$ cat config.mk
export PLATFORM = sky130hd
export DESIGN_NAME = emc_write_ctrl
export DESIGN_NICKNAME = d
export VERILOG_FILES = /design/src/rtl/emc_pkg.sv /design/src/rtl/emc_ack_sync.sv /design/src/rtl/emc_sel_decode.sv /design/src/rtl/emc_wr_seq.sv /design/src/rtl/emc_write_ctrl.sv
export SDC_FILE = /design/constraint.sdc
export NUM_CORES = 1
export LEC_CHECK = 0
export BUFFER_PORTS_ARGS = -buffer_cell sky130_fd_sc_hd__buf_4
export CAP_MARGIN = 10
export CORE_ASPECT_RATIO = 0.6
export CORE_UTILIZATION = 50
export CTS_CLUSTER_SIZE = 25
export DETAILED_ROUTE_END_ITERATION = 12
export PLACE_DENSITY = 0.79
export SYNTH_ARGS = -nofsm -noshare
export SYNTH_HDL_FRONTEND = slang
export SYNTH_SLANG_ARGS = --single-unit
$ cat constraint.sdc
create_clock -name clk -period 6.1 [get_ports clk]
set_input_delay 0.915 -clock clk [delete_from_list [all_inputs] [get_ports clk]]
set_output_delay 0.915 -clock clk [all_outputs]
set_load 0.01 [all_outputs]
$ cat src/rtl/emc_pkg.sv
package emc_pkg;

   typedef enum logic [2:0] {
      ST_IDLE,
      ST_SETUP,
      ST_STROBE,
      ST_ACKWAIT,
      ST_TAIL,
      ST_POST,
      ST_HOLD
   } emc_state_e;

   localparam logic [1:0] MODE_WAIT = 2'd0;
   localparam logic [1:0] MODE_ACK  = 2'd1;

   localparam int unsigned TAIL_TICKS = 4;
   localparam int unsigned HOLD_TICKS = 2;

endpackage

$ cat src/rtl/emc_ack_sync.sv
module emc_ack_sync #(
   parameter int unsigned STAGES = 2
) (
   input  logic clk,
   input  logic rst_n,
   input  logic ack_i,
   output logic ack_s
);

   logic [STAGES-1:0] chain_q;

   initial begin
      if (STAGES < 2) $error("emc_ack_sync: STAGES must be at least 2");
   end

   genvar g;
   generate
      for (g = 0; g < STAGES; g++) begin : g_stage
         if (g == 0) begin : g_first
            always_ff @(posedge clk or negedge rst_n) begin
               if (!rst_n) chain_q[0] <= 1'b1;
               else        chain_q[0] <= ack_i;
            end
         end else begin : g_next
            always_ff @(posedge clk or negedge rst_n) begin
               if (!rst_n) chain_q[g] <= 1'b1;
               else        chain_q[g] <= chain_q[g-1];
            end
         end
      end
   endgenerate

   assign ack_s = chain_q[STAGES-1];

endmodule

$ cat src/rtl/emc_sel_decode.sv
module emc_sel_decode #(
   parameter int unsigned NUM_MS  = 4,
   parameter int unsigned SPACE_W = 3
) (
   input  logic               active,
   input  logic [SPACE_W-1:0] space,
   output logic [NUM_MS-1:0]  ms_n,
   output logic               ioms_n,
   output logic               bms_n
);

   localparam logic [SPACE_W-1:0] IO_CODE = SPACE_W'(NUM_MS);

   initial begin
      if ((2 ** SPACE_W) < (NUM_MS + 2))
         $error("emc_sel_decode: SPACE_W too narrow for NUM_MS + 2 codes");
   end

   genvar g;
   generate
      for (g = 0; g < NUM_MS; g++) begin : g_bank
         assign ms_n[g] = !(active && (space == SPACE_W'(g)));
      end
   endgenerate

   assign ioms_n = !(active && (space == IO_CODE));
   assign bms_n  = !(active && (space > IO_CODE));

endmodule

$ cat src/rtl/emc_wr_seq.sv
module emc_wr_seq
   import emc_pkg::*;
#(
   parameter int unsigned ADDR_W   = 22,
   parameter int unsigned DATA_W   = 16,
   parameter int unsigned SPACE_W  = 3,
   parameter int unsigned WAIT_W   = 3,
   parameter int unsigned GAP_HALF = 4
) (
   input  logic               clk,
   input  logic               rst_n,
   input  logic               req_valid,
   output logic               req_ready,
   input  logic [SPACE_W-1:0] req_space,
   input  logic [ADDR_W-1:0]  req_addr,
   input  logic [DATA_W-1:0]  req_data,
   input  logic [WAIT_W-1:0]  req_wait,
   input  logic [1:0]         cfg_mode,
   input  logic               cfg_ack_en,
   input  logic               cfg_hold,
   input  logic               ack_s,
   output logic               cs_act,
   output logic [SPACE_W-1:0] space_q,
   output logic [ADDR_W-1:0]  addr_q,
   output logic [DATA_W-1:0]  data_out,
   output logic               data_oe,
   output logic               wr_n,
   output logic               done
);

   localparam int unsigned CNT_W = WAIT_W + 2;
   localparam int unsigned GAP_W = $clog2(GAP_HALF + 1) + 1;
   localparam logic [CNT_W-1:0] CNT_ONE  = CNT_W'(1);
   localparam logic [CNT_W-1:0] CNT_TAIL = CNT_W'(TAIL_TICKS);
   localparam logic [CNT_W-1:0] CNT_HOLD = CNT_W'(HOLD_TICKS);
   localparam logic [GAP_W-1:0] GAP_MAX  = GAP_W'(GAP_HALF);

   initial begin
      if (WAIT_W < 1)   $error("emc_wr_seq: WAIT_W must be at least 1");
      if (GAP_HALF < 1) $error("emc_wr_seq: GAP_HALF must be at least 1");
   end

   emc_state_e        state_q, state_d;
   logic [CNT_W-1:0]  cnt_q, cnt_d;
   logic [WAIT_W-1:0] weff_q;
   logic              ack_on_q;
   logic              hold_q;
   logic              phase_q;
   logic [GAP_W-1:0]  gap_q;
   logic [DATA_W-1:0] data_q;
   logic              done_q;
   logic              gap_ok;
   logic              accept;
   logic              strobe_act;
   logic [CNT_W-1:0]  base_len;

   // free-running half-period phase: 0 opens a memory-clock period
   always_ff @(posedge clk or negedge rst_n) begin
      if (!rst_n) phase_q <= 1'b0;
      else        phase_q <= !phase_q;
   end

   // count strobe-high ticks since the last strobe
   always_ff @(posedge clk or negedge rst_n) begin
      if (!rst_n)                gap_q <= GAP_MAX;
      else if (strobe_act)       gap_q <= '0;
      else if (gap_q != GAP_MAX) gap_q <= gap_q + GAP_W'(1);
   end

   assign gap_ok    = (32'(gap_q) + 2) >= GAP_HALF;
   assign req_ready = (state_q == ST_IDLE) && !phase_q && gap_ok;
   assign accept    = req_valid && req_ready;
   assign base_len  = {1'b0, weff_q, 1'b0} + CNT_W'(2);

   // capture the request and its stretch configuration
   always_ff @(posedge clk or negedge rst_n) begin
      if (!rst_n) begin
         space_q  <= '0;
         addr_q   <= '0;
         data_q   <= '0;
         weff_q   <= '0;
         ack_on_q <= 1'b0;
         hold_q   <= 1'b0;
      end else if (accept) begin
         space_q  <= req_space;
         addr_q   <= req_addr;
         data_q   <= req_data;
         ack_on_q <= cfg_ack_en && (cfg_mode != MODE_WAIT);
         weff_q   <= (cfg_ack_en && (cfg_mode == MODE_ACK)) ? '0 : req_wait;
         hold_q   <= cfg_hold;
      end
   end

   always_comb begin
      state_d = state_q;
      cnt_d   = cnt_q;
      unique case (state_q)
         ST_IDLE: begin
            if (accept) state_d = ST_SETUP;
         end
         ST_SETUP: begin
            state_d = ST_STROBE;
            cnt_d   = base_len;
         end
         ST_STROBE: begin
            if (cnt_q == CNT_ONE) begin
               if (!ack_on_q) begin
                  state_d = ST_POST;
               end else if (ack_s) begin
                  state_d = ST_TAIL;
                  cnt_d   = CNT_TAIL;
               end else begin
                  state_d = ST_ACKWAIT;
               end
            end else begin
               cnt_d = cnt_q - CNT_ONE;
            end
         end
         ST_ACKWAIT: begin
            if (phase_q && ack_s) begin
               state_d = ST_TAIL;
               cnt_d   = CNT_TAIL;
            end
         end
         ST_TAIL: begin
            if (cnt_q == CNT_ONE) state_d = ST_POST;
            else                  cnt_d   = cnt_q - CNT_ONE;
         end
         ST_POST: begin
            if (hold_q) begin
               state_d = ST_HOLD;
               cnt_d   = CNT_HOLD;
            end else begin
               state_d = ST_IDLE;
            end
         end
         ST_HOLD: begin
            if (cnt_q == CNT_ONE) state_d = ST_IDLE;
            else                  cnt_d   = cnt_q - CNT_ONE;
         end
         default: state_d = ST_IDLE;
      endcase
   end

   always_ff @(posedge clk or negedge rst_n) begin
      if (!rst_n) begin
         state_q <= ST_IDLE;
         cnt_q   <= '0;
         done_q  <= 1'b0;
      end else begin
         state_q <= state_d;
         cnt_q   <= cnt_d;
         done_q  <= (state_q != ST_IDLE) && (state_d == ST_IDLE);
      end
   end

   assign strobe_act = (state_q == ST_STROBE) || (state_q == ST_ACKWAIT) ||
                       (state_q == ST_TAIL);
   assign cs_act     = strobe_act || (state_q == ST_SETUP) || (state_q == ST_POST);
   assign data_oe    = strobe_act || (state_q == ST_POST) || (state_q == ST_HOLD);
   assign wr_n       = !strobe_act;
   assign data_out   = data_oe ? data_q : '0;
   assign done       = done_q;

   AST_DONE_PULSE: assert property (@(posedge clk) disable iff (!rst_n)
      done |=> !done);

   AST_ACK_TAIL: assert property (@(posedge clk) disable iff (!rst_n)
      ($rose(wr_n) && ack_on_q) |-> $past(ack_s, 5));

   AST_OE_FALL_DONE: assert property (@(posedge clk) disable iff (!rst_n)
      $fell(data_oe) |-> done);

endmodule

$ cat src/rtl/emc_write_ctrl.sv
module emc_write_ctrl #(
   parameter int unsigned ADDR_W     = 22,
   parameter int unsigned DATA_W     = 16,
   parameter int unsigned NUM_MS     = 4,
   parameter int unsigned SPACE_W    = 3,
   parameter int unsigned WAIT_W     = 3,
   parameter int unsigned SYNC_STAGE = 2,
   parameter int unsigned GAP_HALF   = 4
) (
   input  logic               clk,
   input  logic               rst_n,
   input  logic               req_valid,
   output logic               req_ready,
   input  logic [SPACE_W-1:0] req_space,
   input  logic [ADDR_W-1:0]  req_addr,
   input  logic [DATA_W-1:0]  req_data,
   input  logic [WAIT_W-1:0]  req_wait,
   input  logic [1:0]         cfg_mode,
   input  logic               cfg_ack_en,
   input  logic               cfg_hold,
   input  logic               ack_i,
   output logic [NUM_MS-1:0]  ms_n,
   output logic               ioms_n,
   output logic               bms_n,
   output logic               wr_n,
   output logic [ADDR_W-1:0]  addr_o,
   output logic [DATA_W-1:0]  data_o,
   output logic               data_oe,
   output logic               done
);

   localparam int unsigned RUN_W = $clog2(GAP_HALF + 1) + 1;
   localparam logic [RUN_W-1:0] RUN_MAX = RUN_W'(GAP_HALF);

   logic               ack_s;
   logic               cs_act;
   logic [SPACE_W-1:0] space_q;
   logic               sel_any;
   logic [RUN_W-1:0]   hi_run_q;

   emc_ack_sync #(.STAGES(SYNC_STAGE)) u_sync (
      .clk   (clk),
      .rst_n (rst_n),
      .ack_i (ack_i),
      .ack_s (ack_s)
   );

   emc_wr_seq #(
      .ADDR_W   (ADDR_W),
      .DATA_W   (DATA_W),
      .SPACE_W  (SPACE_W),
      .WAIT_W   (WAIT_W),
      .GAP_HALF (GAP_HALF)
   ) u_seq (
      .clk        (clk),
      .rst_n      (rst_n),
      .req_valid  (req_valid),
      .req_ready  (req_ready),
      .req_space  (req_space),
      .req_addr   (req_addr),
      .req_data   (req_data),
      .req_wait   (req_wait),
      .cfg_mode   (cfg_mode),
      .cfg_ack_en (cfg_ack_en),
      .cfg_hold   (cfg_hold),
      .ack_s      (ack_s),
      .cs_act     (cs_act),
      .space_q    (space_q),
      .addr_q     (addr_o),
      .data_out   (data_o),
      .data_oe    (data_oe),
      .wr_n       (wr_n),
      .done       (done)
   );

   emc_sel_decode #(.NUM_MS(NUM_MS), .SPACE_W(SPACE_W)) u_dec (
      .active (cs_act),
      .space  (space_q),
      .ms_n   (ms_n),
      .ioms_n (ioms_n),
      .bms_n  (bms_n)
   );

   assign sel_any = (~ms_n != '0) || !ioms_n || !bms_n;

   // independent run counter of strobe-high ticks for the spacing check
   always_ff @(posedge clk or negedge rst_n) begin
      if (!rst_n)                   hi_run_q <= RUN_MAX;
      else if (!wr_n)               hi_run_q <= '0;
      else if (hi_run_q != RUN_MAX) hi_run_q <= hi_run_q + RUN_W'(1);
   end

   AST_ONE_SELECT: assert property (@(posedge clk) disable iff (!rst_n)
      $countones({~ms_n, ~ioms_n, ~bms_n}) <= 1);

   AST_SEL_LEADS_WR: assert property (@(posedge clk) disable iff (!rst_n)
      $fell(wr_n) |-> ($past(sel_any) && sel_any));

   AST_SEL_TRAILS_WR: assert property (@(posedge clk) disable iff (!rst_n)
      $rose(wr_n) |-> sel_any);

   AST_ADDR_STABLE: assert property (@(posedge clk) disable iff (!rst_n)
      !wr_n |-> $stable(addr_o));

   AST_STROBE_GAP: assert property (@(posedge clk) disable iff (!rst_n)
      $fell(wr_n) |-> (hi_run_q >= RUN_MAX));

   AST_READY_IDLE: assert property (@(posedge clk) disable iff (!rst_n)
      req_ready |-> (!data_oe && !sel_any));

endmodule

* Yosys cells after proc, flatten, opt, wreduce, memory -nomap -nowiden
Index checks and enable logic that the tools add are counted.
** Operators by class
- Reduce and logical (&&, ||, !) cells :: 36
- Equal/unequal tests :: 18
- $add $sub $neg :: 4
- Order comparisons :: 2
- Mux-type cells :: 20
** Operators by type and width (count)
- >= comparator 32 x 3 -> 1 bit, second input constant :: 1
- 2-to-1 mux 5 bit :: 6
- 2-to-1 mux 3 bit :: 9
- case mux 5 bit (5 select lines) :: 1
- case mux 3 bit (7 select lines) :: 1
- 2-to-1 mux 16 bit :: 1
- logical AND 1 bit :: 13
- equality test 3 x 2 -> 1 bit, second input constant :: 4
- equality test 3 bit, second input constant :: 4
- adder 4 x 2 -> 5 bit, second input constant :: 2
- logical NOT 3 bit :: 3
- logical NOT 1 bit :: 8
- 2-to-1 mux 4 bit :: 2
- equality test 3 x 1 -> 1 bit, second input constant :: 2
- logical OR 1 bit :: 6
- AND reduction 6 bit :: 1
- equality test 5 x 1 -> 1 bit, second input constant :: 1
- nonzero test 5 bit :: 1
- subtractor 5 x 1 -> 5 bit, second input constant :: 1
- adder 4 x 1 -> 4 bit, second input constant :: 1
- != test 2 x 1 -> 1 bit, second input constant :: 2
- != test 4 x 3 -> 1 bit, second input constant :: 1
- nonzero test 2 bit :: 2
- greater-than comparator 3 bit, second input constant :: 1
- other kinds (6) :: 6
** Word-level totals
- Output and inout port bits :: 48
- Register bits after elaboration :: 62
- Input port bits :: 52
- Word-level logic and storage cells :: 93

* Depth between registers and ports, before layout
Gate-level depths: netlist of the first run.
- Depth after elaboration :: 8
- Mapped depth :: 7
- Depth with buffers taken out :: 6

* Cells and area by module
From an unflattened synthesis of the first run, not the netlist that was laid out.
** Second synthesis, totals
- Cell total of the unflattened synthesis :: 251
- Area, all modules :: 3133.0 um2
** Modules (own cells, without submodules)
- emc_wr_seq :: area each 3020.4 um2, instances 1, cells each 243
- emc_sel_decode :: area each 60.1 um2, instances 1, cells each 6
- emc_ack_sync :: area each 52.6 um2, instances 1, cells each 2

* Least setup slack after synthesis of the first run
OpenSTA, ideal clock, no wires.
- Path type :: register -> output
- Start point :: register u_seq.state_q[1]
- End point :: output port data_o[10]
- Cell stages (with the launch flop) :: 5
- Buffers on the path :: 2
- Arrival :: 1.426 ns
- Slack :: 3.759 ns
- Required time :: 5.185 ns
- Path through :: dfrtp_1 -> clkbuf_1 -> o21a_1 -> clkbuf_1 -> and2_1
** On the way
- Longest elaborated chain between the ends :: 6
** RTL lines
- from (decl) :: RTL line emc_wr_seq.sv:43 : emc_state_e state_q, state_d;
- from (signal assigned) :: RTL line emc_wr_seq.sv:151 : state_q <= state_d;
- equality test 3 x 2 -> 1 bit :: RTL line emc_wr_seq.sv:157 : assign strobe_act = (state_q == ST_STROBE) || (state_q == ST_ACKWAIT) ||
- logical OR 1 bit (2 in series) :: RTL line emc_wr_seq.sv:157
- logical OR 1 bit :: RTL line emc_wr_seq.sv:160 : assign data_oe = strobe_act || (state_q == ST_POST) || (state_q == ST_HOLD);
- logical OR 1 bit * :: RTL line emc_wr_seq.sv:160
- via data_oe :: RTL line emc_write_ctrl.sv:28 : output logic data_oe,
- 2-to-1 mux 16 bit * :: RTL line emc_wr_seq.sv:162 : assign data_out = data_oe ? data_q : '0;
- to (decl) :: RTL line emc_write_ctrl.sv:27 : output logic [DATA_W-1:0] data_o,
Mark *: on every way through the listed nets, which the timed path passes. The rest lies on a longest branch.

* Worst setup path in the final report of the first run
- Start point :: register u_seq.state_q[0]
- End point :: output port ms_n[2]
** On the way
- Longest elaborated chain between the ends :: 7
** RTL lines
- equality test 3 x 2 -> 1 bit :: RTL line emc_wr_seq.sv:157
- logical OR 1 bit (2 in series) :: RTL line emc_wr_seq.sv:157
- logical OR 1 bit :: RTL line emc_wr_seq.sv:159 : assign cs_act = strobe_act || (state_q == ST_SETUP) || (state_q == ST_POST);
- logical OR 1 bit * :: RTL line emc_wr_seq.sv:159
- logical AND 1 bit * :: RTL line emc_sel_decode.sv:22 : assign ms_n[g] = !(active && (space == SPACE_W'(g)));
- logical NOT 1 bit * :: RTL line emc_sel_decode.sv:22
- to (decl) :: RTL line emc_write_ctrl.sv:22 : output logic [NUM_MS-1:0] ms_n,
Mark *: on every way between the ends. The rest lies on a longest branch, timed or not.

==> results.py, run 1 <==
metrics = {
    "power_and_ir_drop": {
        "cellLeakagePower_nw": 1.96,
        "combPwrFrac_pct": 44.3,
        "switchingPower_uw": 741,
        "p_per_area_nw_per_um2": 514,
        "power.share.clock_pct": 19.4,
        "ir_drop_v": 0.000269,
        "seq_power_share_pct": 36.3,
        "power.total_mw": 2.07,
        "cell_internal_pwr_mw": 1.33,
        "switching_share_pct": 35.9,
    },
    "critical_path": {
        "path_buf_inv": 1,
        "r2r-end": "u_seq.done",
        "endpoint_kind": "output pin",
        "critical_path_class": "reg2out",
        "slowest_delay_ps": 600,
        "r2r_start": "u_seq.cnt_q[1]",
        "arrival_ps": 1910,
        "crit_fanout": 13,
        "rrSetupSlack_ps": 3720,
        "cp_top_family": "flip-flops",
        "r2r_cells": 6,
        "worstPathCellList": "nor3_2, a21oi_1, nor2b_1, nand3b_1, buf_4",
        "worstPathRequired_ps": 5180,
        "cpMaxStageDelayCell": "dfrtp_1",
        "critPathLaunchType": "flop",
    },
    "logic_synthesis": {
        "synth_most_common_cell": "dfrtp_1",
        "synthFlopType": "dfrtp_1",
        "syn_area_um2": 2980,
        "synth_cells": 250,
        "syn_nets": 308,
        "yosysWarnings": 0,
        "ys_top_cells_by_count": "59 x dfrtp_1, 42 x mux2_2, 19 x and2_1",
        "synth_area_leaders": "dfrtp_1 50%, mux2_2 16%, and2_1 4.0%",
        "synth.distinct_cells": 45,
        "ys_seq_elements": 62,
        "synth_edf_count": 0,
        "synth.largest_area_cell": "dfrtp_1",
        "async_flop_share_pct": 100,
        "synth.top_cell.area_share_pct": 49.6,
        "seq_area_frac_synth_pct": 52.2,
        "syn_avg_cell_area_um2": 11.9,
    },
    "clock_tree": {
        "cts_buffer_depth": 2,
        "cts_tree": "yes",
        "cts_resized": 0,
        "cts_inserted_buffers": 9,
        "cts.sinks": 62,
        "insertion_delay_ps": 340,
        "cts_htree_levels": 3,
        "cts_setup_buffers": 0,
        "root_buffer": "clkbuf_8",
        "clk_pin_slew_worst_paths_ps": 70,
        "hold_buffers": 0,
    },
    "min_path": {
        "hold_depth": 0,
        "hold_path_class": "reg2reg",
        "hp-start": "u_sync.chain_q[0]",
        "min_to": "u_sync.ack_s",
    },
    "timing": {
        "maxSlewHeadroom_pct": 31.3,
        "rsz0062_at_grt": "no",
        "finalSetupTns_ps": 0,
        "setup_ws_ps": 3270,
        "fmax_mhz": 354,
        "tightest_slew_ps": 1020,
        "hold_violations": 0,
        "min_period_over_period_pct": 46.4,
        "setup_viol": 0,
        "slew_violations": 0,
        "fin_worst_skew_ps": 8.94,
        "min_period_ps": 2830,
    },
    "drt": {
        "routed_wl_mm": 6.66,
        "viasPerCell": 5.22,
        "wl_per_cell_um": 15.2,
        "vias": 2280,
        "drcViolationCount": 0,
        "ant_nets": 0,
        "dr.first_iter.drc_count": 109,
        "dr.pass1.iters": 4,
    },
    "finish": {
        "diodes": 0,
        "drive_gt1_share_pct": 47.9,
        "area_delta_synth_final_pct": 35.0,
        "nNetsFinal": 410,
        "fillers": 413,
    },
    "die": {
        "dieHeight_um": 61.8,
        "fp.dieW_um": 102,
        "initial_utilization_pct": 52.7,
        "core_area_um2": 5650,
        "io_pins": 100,
        "fp-row-count": 21,
        "die_area_um2": 6280,
    },
    "placed_design": {
        "gp_congestion": 0.891,
        "dp_slack_ps": 3650,
        "dpl.hpwl_mm": 4.76,
        "portBuffers": 99,
    },
    "grt": {
        "grt_pass1_wl_mm": 10.6,
        "grt-ovfl-total": 0,
        "grt_max_degree": 63,
        "grt_pass1_vias": 2217,
        "grt_usage_pct": 23.2,
        "antenna_found_initial": 0,
    },
    "job": {
        "drv_cap": 0,
    },
    "status": {
        "status": "complete, no violations",
    },
}
cell families (layout without fill, tap and decap cells):
family                     count (synthesis)  after routing  share of synthesized area (%)
AOI/OAI and AO/OA                         41             41                           9.96
buffers and inverters                     24            131                           3.49
muxes                                     47             47                           17.7
and+or+nand+nor                           67             67                           13.2
xor gates and xnor gates                   3              3                          0.883
adders and majority gates                  6              6                           2.52
DFF                                       62             62                           52.2
placed cells by master, fill, tap and decap left out, types with 2 or more instances in the layout:
cell and n:
inv_1 15, and2_1 19, mux2_2 42, nand2b_1 4, bufinv_16 2, nor2_1 8, o211a_1 2, clkinv_4 3
dfrtp_1 59, dfstp_2 3, nand3_1 6, xnor2_1 3, buf_4 100, o211ai_1 3, mux2i_1 4, nor4b_1 2
nand3b_1 5, a31oi_1 2, a21bo_2 2, o22ai_1 3, nor3_1 2, a21oi_1 5, nor2b_1 4, nand2_1 10
clkbuf_8 9, ha_1 6, a211oi_1 2, nor3b_1 2, o21ai_0 11, o32a_1 2
cell type report:
type / count / area, µm² / share of cell area (%)
multi-input combinational: 164 / 1340 / 33.2
tap: 80 / 100 / 2.49
clock inverter: 7 / 98.8 / 2.46
sequential: 62 / 1560 / 38.7
clock buffer: 9 / 124 / 3.08
timing repair buffer: 100 / 751 / 18.7
inverter: 15 / 56.3 / 1.40
power by group through the flow:
stage,Combinational (mW),Clock (mW),Sequential (mW)
6_report,0.916,0.400,0.750
5_1_grt,1.01,0.428,0.778
4_1_cts,0.918,0.410,0.748
3_5_place_dp,0.911,0,0.752
3_3_place_gp,0.897,0,0.742
2_1_floorplan,0.527,0,0.738
stage by stage:
step                      instance area (µm²)  instances  hold slack, ps  util, %
after floorplan                          2980        250             345        -
after global placement                   3800        421             347     67.2
after detailed placement                 3800        421             348     67.2
after CTS                                4020        437             358     71.2
after global routing                     4020        437             359     71.2
final                                    4020        437             357     71.2
routing by layer:
metal	vias up	part of all wire [%]	track usage, %
li1	1083	-	-
met1	1113	47	32.6
met2	76	44	32.2
met3	8	7.8	10.2
met4	0	1.2	7.45
met5	-	0	0
worst max-delay path by stage:
stage | startpoint | to | slack, ps | depth (start not counted)
after floorplan | u_seq.state_q[1] | data_o[10] | 3760 | 4
after global placement | u_seq.state_q[1] | ms_n[3] | 3700 | 5
after detailed placement | u_seq.state_q[0] | ms_n[2] | 3650 | 5
after CTS | u_seq.state_q[0] | ms_n[2] | 3280 | 5
after global routing | u_seq.state_q[2] | ms_n[3] | 3110 | 5
final | u_seq.state_q[0] | ms_n[2] | 3270 | 5
state kept, by name, indices dropped and copies added (netlist names):
| name | cells |
|---|---|
| u_sync.chain_q | 1 |
| u_sync.ack_s | 1 |
| u_seq.phase_q | 1 |
| u_seq.state_q | 3 |
| u_seq.gap_q | 4 |
| u_seq.hold_q | 1 |
| u_seq.addr_q | 22 |
| u_seq.weff_q | 3 |
| u_seq.ack_on_q | 1 |
| u_seq.data_q | 16 |
| u_seq.done | 1 |
| u_seq.cnt_q | 5 |
| u_seq.space_q | 3 |
Note: power is estimated with default switching activity, not from simulation.
==> run 2, diff against run 1 <==
==> constraint.sdc (replaced) <==
create_clock -name clk -period 2.8 [get_ports clk]
set_input_delay 0.42 -clock clk [delete_from_list [all_inputs] [get_ports clk]]
set_output_delay 0.42 -clock clk [all_outputs]
set_load 0.01 [all_outputs]
==> results.py, run 2 (synthesized netlist as in run 1, its figures left out) <==
metrics = {
    "status": {
        "status": "complete, no violations",
    },
    "clock_tree": {
        "cts_setup_buffers": 0,
        "cts_inserted_buffers": 9,
        "clk_pin_slew_worst_paths_ps": 70,
        "cts_tree": "yes",
        "root_buffer": "clkbuf_8",
        "cts_buffer_depth": 2,
        "cts.sinks": 62,
        "hold_buffers": 0,
        "cts_resized": 0,
        "cts_htree_levels": 3,
        "insertion_delay_ps": 350,
    },
    "finish": {
        "largest_register": "u_seq.addr_q",
        "final_cell_mix": "100 x buf_4, 59 x dfrtp_1, 42 x mux2_2",
        "nNetsFinal": 411,
        "fin_area_um2": 4020,
        "largest_reg_flops": 22,
        "drive_gt1_share_pct": 47.8,
        "layout_commonest_cell": "buf_4",
        "multi_input_area_um2": 1340,
        "area_delta_synth_final_pct": 34.9,
        "final_core_utilization_pct": 71.1,
        "diodes": 0,
        "fillers": 426,
        "top_regs": "u_seq.addr_q x22, u_seq.data_q x16, u_seq.cnt_q x5",
        "regArea_um2": 1560,
        "fin_cells": 438,
    },
    "min_path": {
        "hold_path_class": "in2async",
    },
    "placed_design": {
        "placed_area_um2": 3820,
        "portBuffers": 99,
        "gp_congestion": 0.856,
        "dp_slack_ps": 733,
        "place_inst": 422,
        "dpl.hpwl_mm": 4.78,
    },
    "timing": {
        "fin_worst_skew_ps": 6.78,
        "rsz0062_at_grt": "no",
        "finalSetupTns_ps": 0,
        "fmax_mhz": 418,
        "maxSlewHeadroom_pct": 48.3,
        "setup_ws_ps": 409,
        "hold_violations": 0,
        "min_period_over_period_pct": 85.4,
        "min_period_ps": 2390,
        "slew_violations": 0,
        "tightest_slew_ps": 776,
        "hold_ws_ps": 145,
        "setup_viol": 0,
    },
    "drt": {
        "drcViolationCount": 0,
        "dr.pass1.iters": 4,
        "viasPerCell": 5.21,
        "wl_per_cell_um": 15.1,
        "ant_nets": 0,
        "routed_wl_mm": 6.62,
        "dr.first_iter.drc_count": 110,
        "vias": 2280,
    },
    "die": {
        "fp.dieW_um": 102,
        "io_pins": 100,
        "initial_utilization_pct": 52.7,
        "core_area_um2": 5650,
        "fp-row-count": 21,
        "die_area_um2": 6280,
        "dieHeight_um": 61.8,
    },
    "critical_path": {
        "worstPathRequired_ps": 2380,
        "cp_top_family": "flip-flops",
        "endpoint_kind": "output pin",
        "crit_fanout": 15,
        "worstPathCellList": "nor3_2, a21oi_1, nor2b_1, nand3b_1, buf_4",
        "slowest_delay_ps": 630,
        "path_buf_inv": 1,
        "cpMaxStageDelayCell": "dfrtp_1",
        "critical_path_class": "reg2out",
        "critPathLaunchType": "flop",
        "arrival_ps": 1970,
    },
    "power_and_ir_drop": {
        "power.total_mw": 4.42,
        "cellLeakagePower_nw": 1.96,
        "p_per_area_nw_per_um2": 1100,
        "ir_drop_v": 0.000565,
    },
    "grt": {
        "grt_pass1_wl_mm": 10.2,
        "grt_max_degree": 63,
        "antenna_found_initial": 0,
        "grt_usage_pct": 22.4,
        "grt-ovfl-total": 0,
        "grt_pass1_vias": 2130,
    },
    "job": {
        "drv_cap": 0,
    },
}
[run 2: cell count changes in the layout (fill, tap and decap cells not counted), sizes merged]
cell / before / now
inv: 15 / 16
clkinvlp: 1 / 2
clkinv: 4 / 2
clkbuf: 9 / 10
bufinv: 2 / 1
buf: 100 / 101
[run 2: power by group]
group | leakage [nW] | total [mW] | switching [mW] | internal [mW]
combinational | 1.11 | 2.00 | 0.921 | 1.08
clock | 0.0931 | 0.784 | 0.367 | 0.417
sequential | 0.753 | 1.63 | 0.327 | 1.30
total | 1.96 | 4.42 | 1.61 | 2.80
[run 2: final cells by class]
type	count	area share, %
Clock buffer	10	3.18
Inverter	15	1.40
Sequential cell	62	38.7
Multi-Input combinational cell	164	33.3
Clock inverter	6	1.78
Timing Repair Buffer	101	19.2
Tap cell	80	2.49
[run 2: routing by layer]
layer	share of wire [%]	global-route usage, %
met5	0	0
met4	1.1	7.45
met3	8.5	11.0
met2	44	31.9
met1	46	29.9
[run 2: final timing paths]
| check | start | to | slack [ps] | depth (start not counted) |
|---|---|---|---|---|
| setup / recovery | u_seq.state_q[1] | ms_n[2] | 410 | 5 |
| setup reg to reg | u_seq.cnt_q[1] | u_seq.cnt_q[1] | 710 | 6 |
| hold / removal | rst_n | u_seq.phase_q | 140 | 1 |
| max in group asynchronous | rst_n | u_seq.addr_q[16] | 2130 | 1 |
| min in group clk | ack_i | u_sync.chain_q[0] | 190 | 1 |
| hold reg to reg | u_sync.chain_q[0] | u_sync.ack_s | 350 | 0 |
==> run 3, diff against run 2 <==
--- a/config.mk
+++ b/config.mk
@@ -11,7 +11,7 @@
 export CORE_UTILIZATION = 50
 export CTS_CLUSTER_SIZE = 25
 export DETAILED_ROUTE_END_ITERATION = 12
-export PLACE_DENSITY = 0.79
+export PLACE_DENSITY = 0.77
 export SYNTH_ARGS = -nofsm -noshare
 export SYNTH_HDL_FRONTEND = slang
 export SYNTH_SLANG_ARGS = --single-unit
==> results.py, run 3 (synthesized netlist as in run 1, its figures left out) <==
metrics = {
    "clock_tree": {
        "cts_inserted_buffers": 9,
        "cts_setup_buffers": 0,
        "cts_buffer_depth": 2,
        "cts_resized": 0,
        "clk_pin_slew_worst_paths_ps": 60,
        "cts_tree": "yes",
        "insertion_delay_ps": 340,
        "hold_buffers": 0,
        "root_buffer": "clkbuf_8",
        "cts_htree_levels": 3,
        "cts.sinks": 62,
    },
    "drt": {
        "routed_wl_mm": 6.69,
        "drcViolationCount": 0,
        "vias": 2266,
        "wl_per_cell_um": 15.3,
        "ant_nets": 0,
        "dr.pass1.iters": 4,
        "dr.first_iter.drc_count": 90,
        "viasPerCell": 5.17,
    },
    "timing": {
        "finalSetupTns_ps": 0,
        "fin_worst_skew_ps": 5.39,
        "min_period_over_period_pct": 85.5,
        "slew_violations": 0,
        "maxSlewHeadroom_pct": 49.9,
        "setup_viol": 0,
        "tightest_slew_ps": 751,
        "rsz0062_at_grt": "no",
        "hold_violations": 0,
        "min_period_ps": 2390,
        "fmax_mhz": 418,
    },
    "die": {
        "fp-row-count": 21,
        "die_area_um2": 6280,
        "fp.dieW_um": 102,
        "dieHeight_um": 61.8,
        "io_pins": 100,
        "core_area_um2": 5650,
        "initial_utilization_pct": 52.7,
    },
    "finish": {
        "fillers": 436,
        "final_core_utilization_pct": 71.1,
        "largest_register": "u_seq.addr_q",
        "regArea_um2": 1560,
        "layout_commonest_cell": "buf_4",
        "area_delta_synth_final_pct": 34.8,
        "drive_gt1_share_pct": 47.8,
        "diodes": 0,
        "largest_reg_flops": 22,
        "final_cell_mix": "101 x buf_4, 59 x dfrtp_1, 42 x mux2_2",
        "multi_input_area_um2": 1340,
        "top_regs": "u_seq.addr_q x22, u_seq.data_q x16, u_seq.cnt_q x5",
        "nNetsFinal": 412,
    },
    "critical_path": {
        "worstPathRequired_ps": 2380,
        "slowest_delay_ps": 560,
        "rrSetupSlack_ps": 620,
        "worstPathCellList": "nand3_1, o21a_1, and2_1, buf_4",
        "arrival_ps": 1970,
        "path_buf_inv": 1,
        "cp_top_family": "compound AO/OA/AOI/OAI gates",
        "cpMaxStageDelayCell": "o21a_1",
        "r2r-end": "u_seq.addr_q[10]",
        "r2r_start": "u_seq.gap_q[2]",
        "crit_fanout": 19,
        "critical_path_class": "reg2out",
        "endpoint_kind": "output pin",
        "critPathLaunchType": "flop",
        "r2r_cells": 6,
    },
    "grt": {
        "grt_pass1_vias": 2246,
        "grt_max_degree": 63,
        "antenna_found_initial": 0,
        "grt-ovfl-total": 0,
        "grt_pass1_wl_mm": 10.5,
        "grt_usage_pct": 23.2,
    },
    "status": {
        "status": "complete, no violations",
    },
    "placed_design": {
        "portBuffers": 99,
        "dpl.hpwl_mm": 4.86,
        "gp_congestion": 0.806,
    },
    "min_path": {
        "hold_path_class": "in2async",
    },
    "job": {
        "drv_cap": 0,
    },
    "power_and_ir_drop": {
        "p_per_area_nw_per_um2": 1100,
        "cellLeakagePower_nw": 1.97,
        "ir_drop_v": 0.000711,
    },
}
==> run 3: cell count changes in the layout (fill, tap and decap cells not counted) <==
cell        before  now
clkbuf_8         9   10
clkinvlp_4       2    1
clkinv_2         0    2
inv_6            1    0
buf_4          100  101
clkinv_4         2    0
==> run 3: per-stage QoR <==
stage               cells  power [mW]  hold WS [ps]  setup WS, ps  area [µm²]
finish                438        4.41           146           405        4020
floorplan             250        2.76           124           844        2980
global placement      423        3.59           346           713        3830
CTS                   438        4.44           168           401        4020
global route          438        4.73           168           227        4020
detailed placement    423        3.65           347           660        3830
==> run 3: area by class of cell <==
| class | count | share of cell area (%) |
|---|---|---|
| inverters | 15 | 1.40 |
| clock buffers | 11 | 3.52 |
| multi-input cells | 164 | 33.3 |
| clock inverters | 4 | 1.18 |
| flip-flops and latches | 62 | 38.7 |
| well taps | 80 | 2.49 |
| repair buffers | 102 | 19.4 |
==> run 3: worst max path at each step <==
stage	start	to	slack, ps	cells after the start
after floorplan	u_seq.gap_q[2]	u_seq.addr_q[16]	840	7
after global placement	u_seq.gap_q[2]	u_seq.addr_q[1]	710	6
after detailed placement	u_seq.gap_q[2]	u_seq.addr_q[10]	660	6
after CTS	u_seq.state_q[1]	data_o[0]	400	4
after global routing	u_seq.state_q[2]	ms_n[3]	230	5
final	u_seq.state_q[1]	data_o[0]	410	4
==> run 3: metal layers <==
layer / wire length (µm) / share of wire [%] / vias up / global-route usage (%)
met4: 133 / 2.0 / 0 / 10.6
met1: 2910 / 43 / 1091 / 29.1
met3: 604 / 9.0 / 12 / 11.5
met2: 3050 / 45 / 70 / 34.5
li1: - / - / 1093 / -
met5: 0 / 0 / - / 0
==> run 3: where the power goes <==
| group | internal (mW) | switching [mW] | total, mW |
|---|---|---|---|
| logic | 1.09 | 0.928 | 2.02 |
| registers | 1.31 | 0.323 | 1.63 |
| clock network | 0.427 | 0.336 | 0.763 |
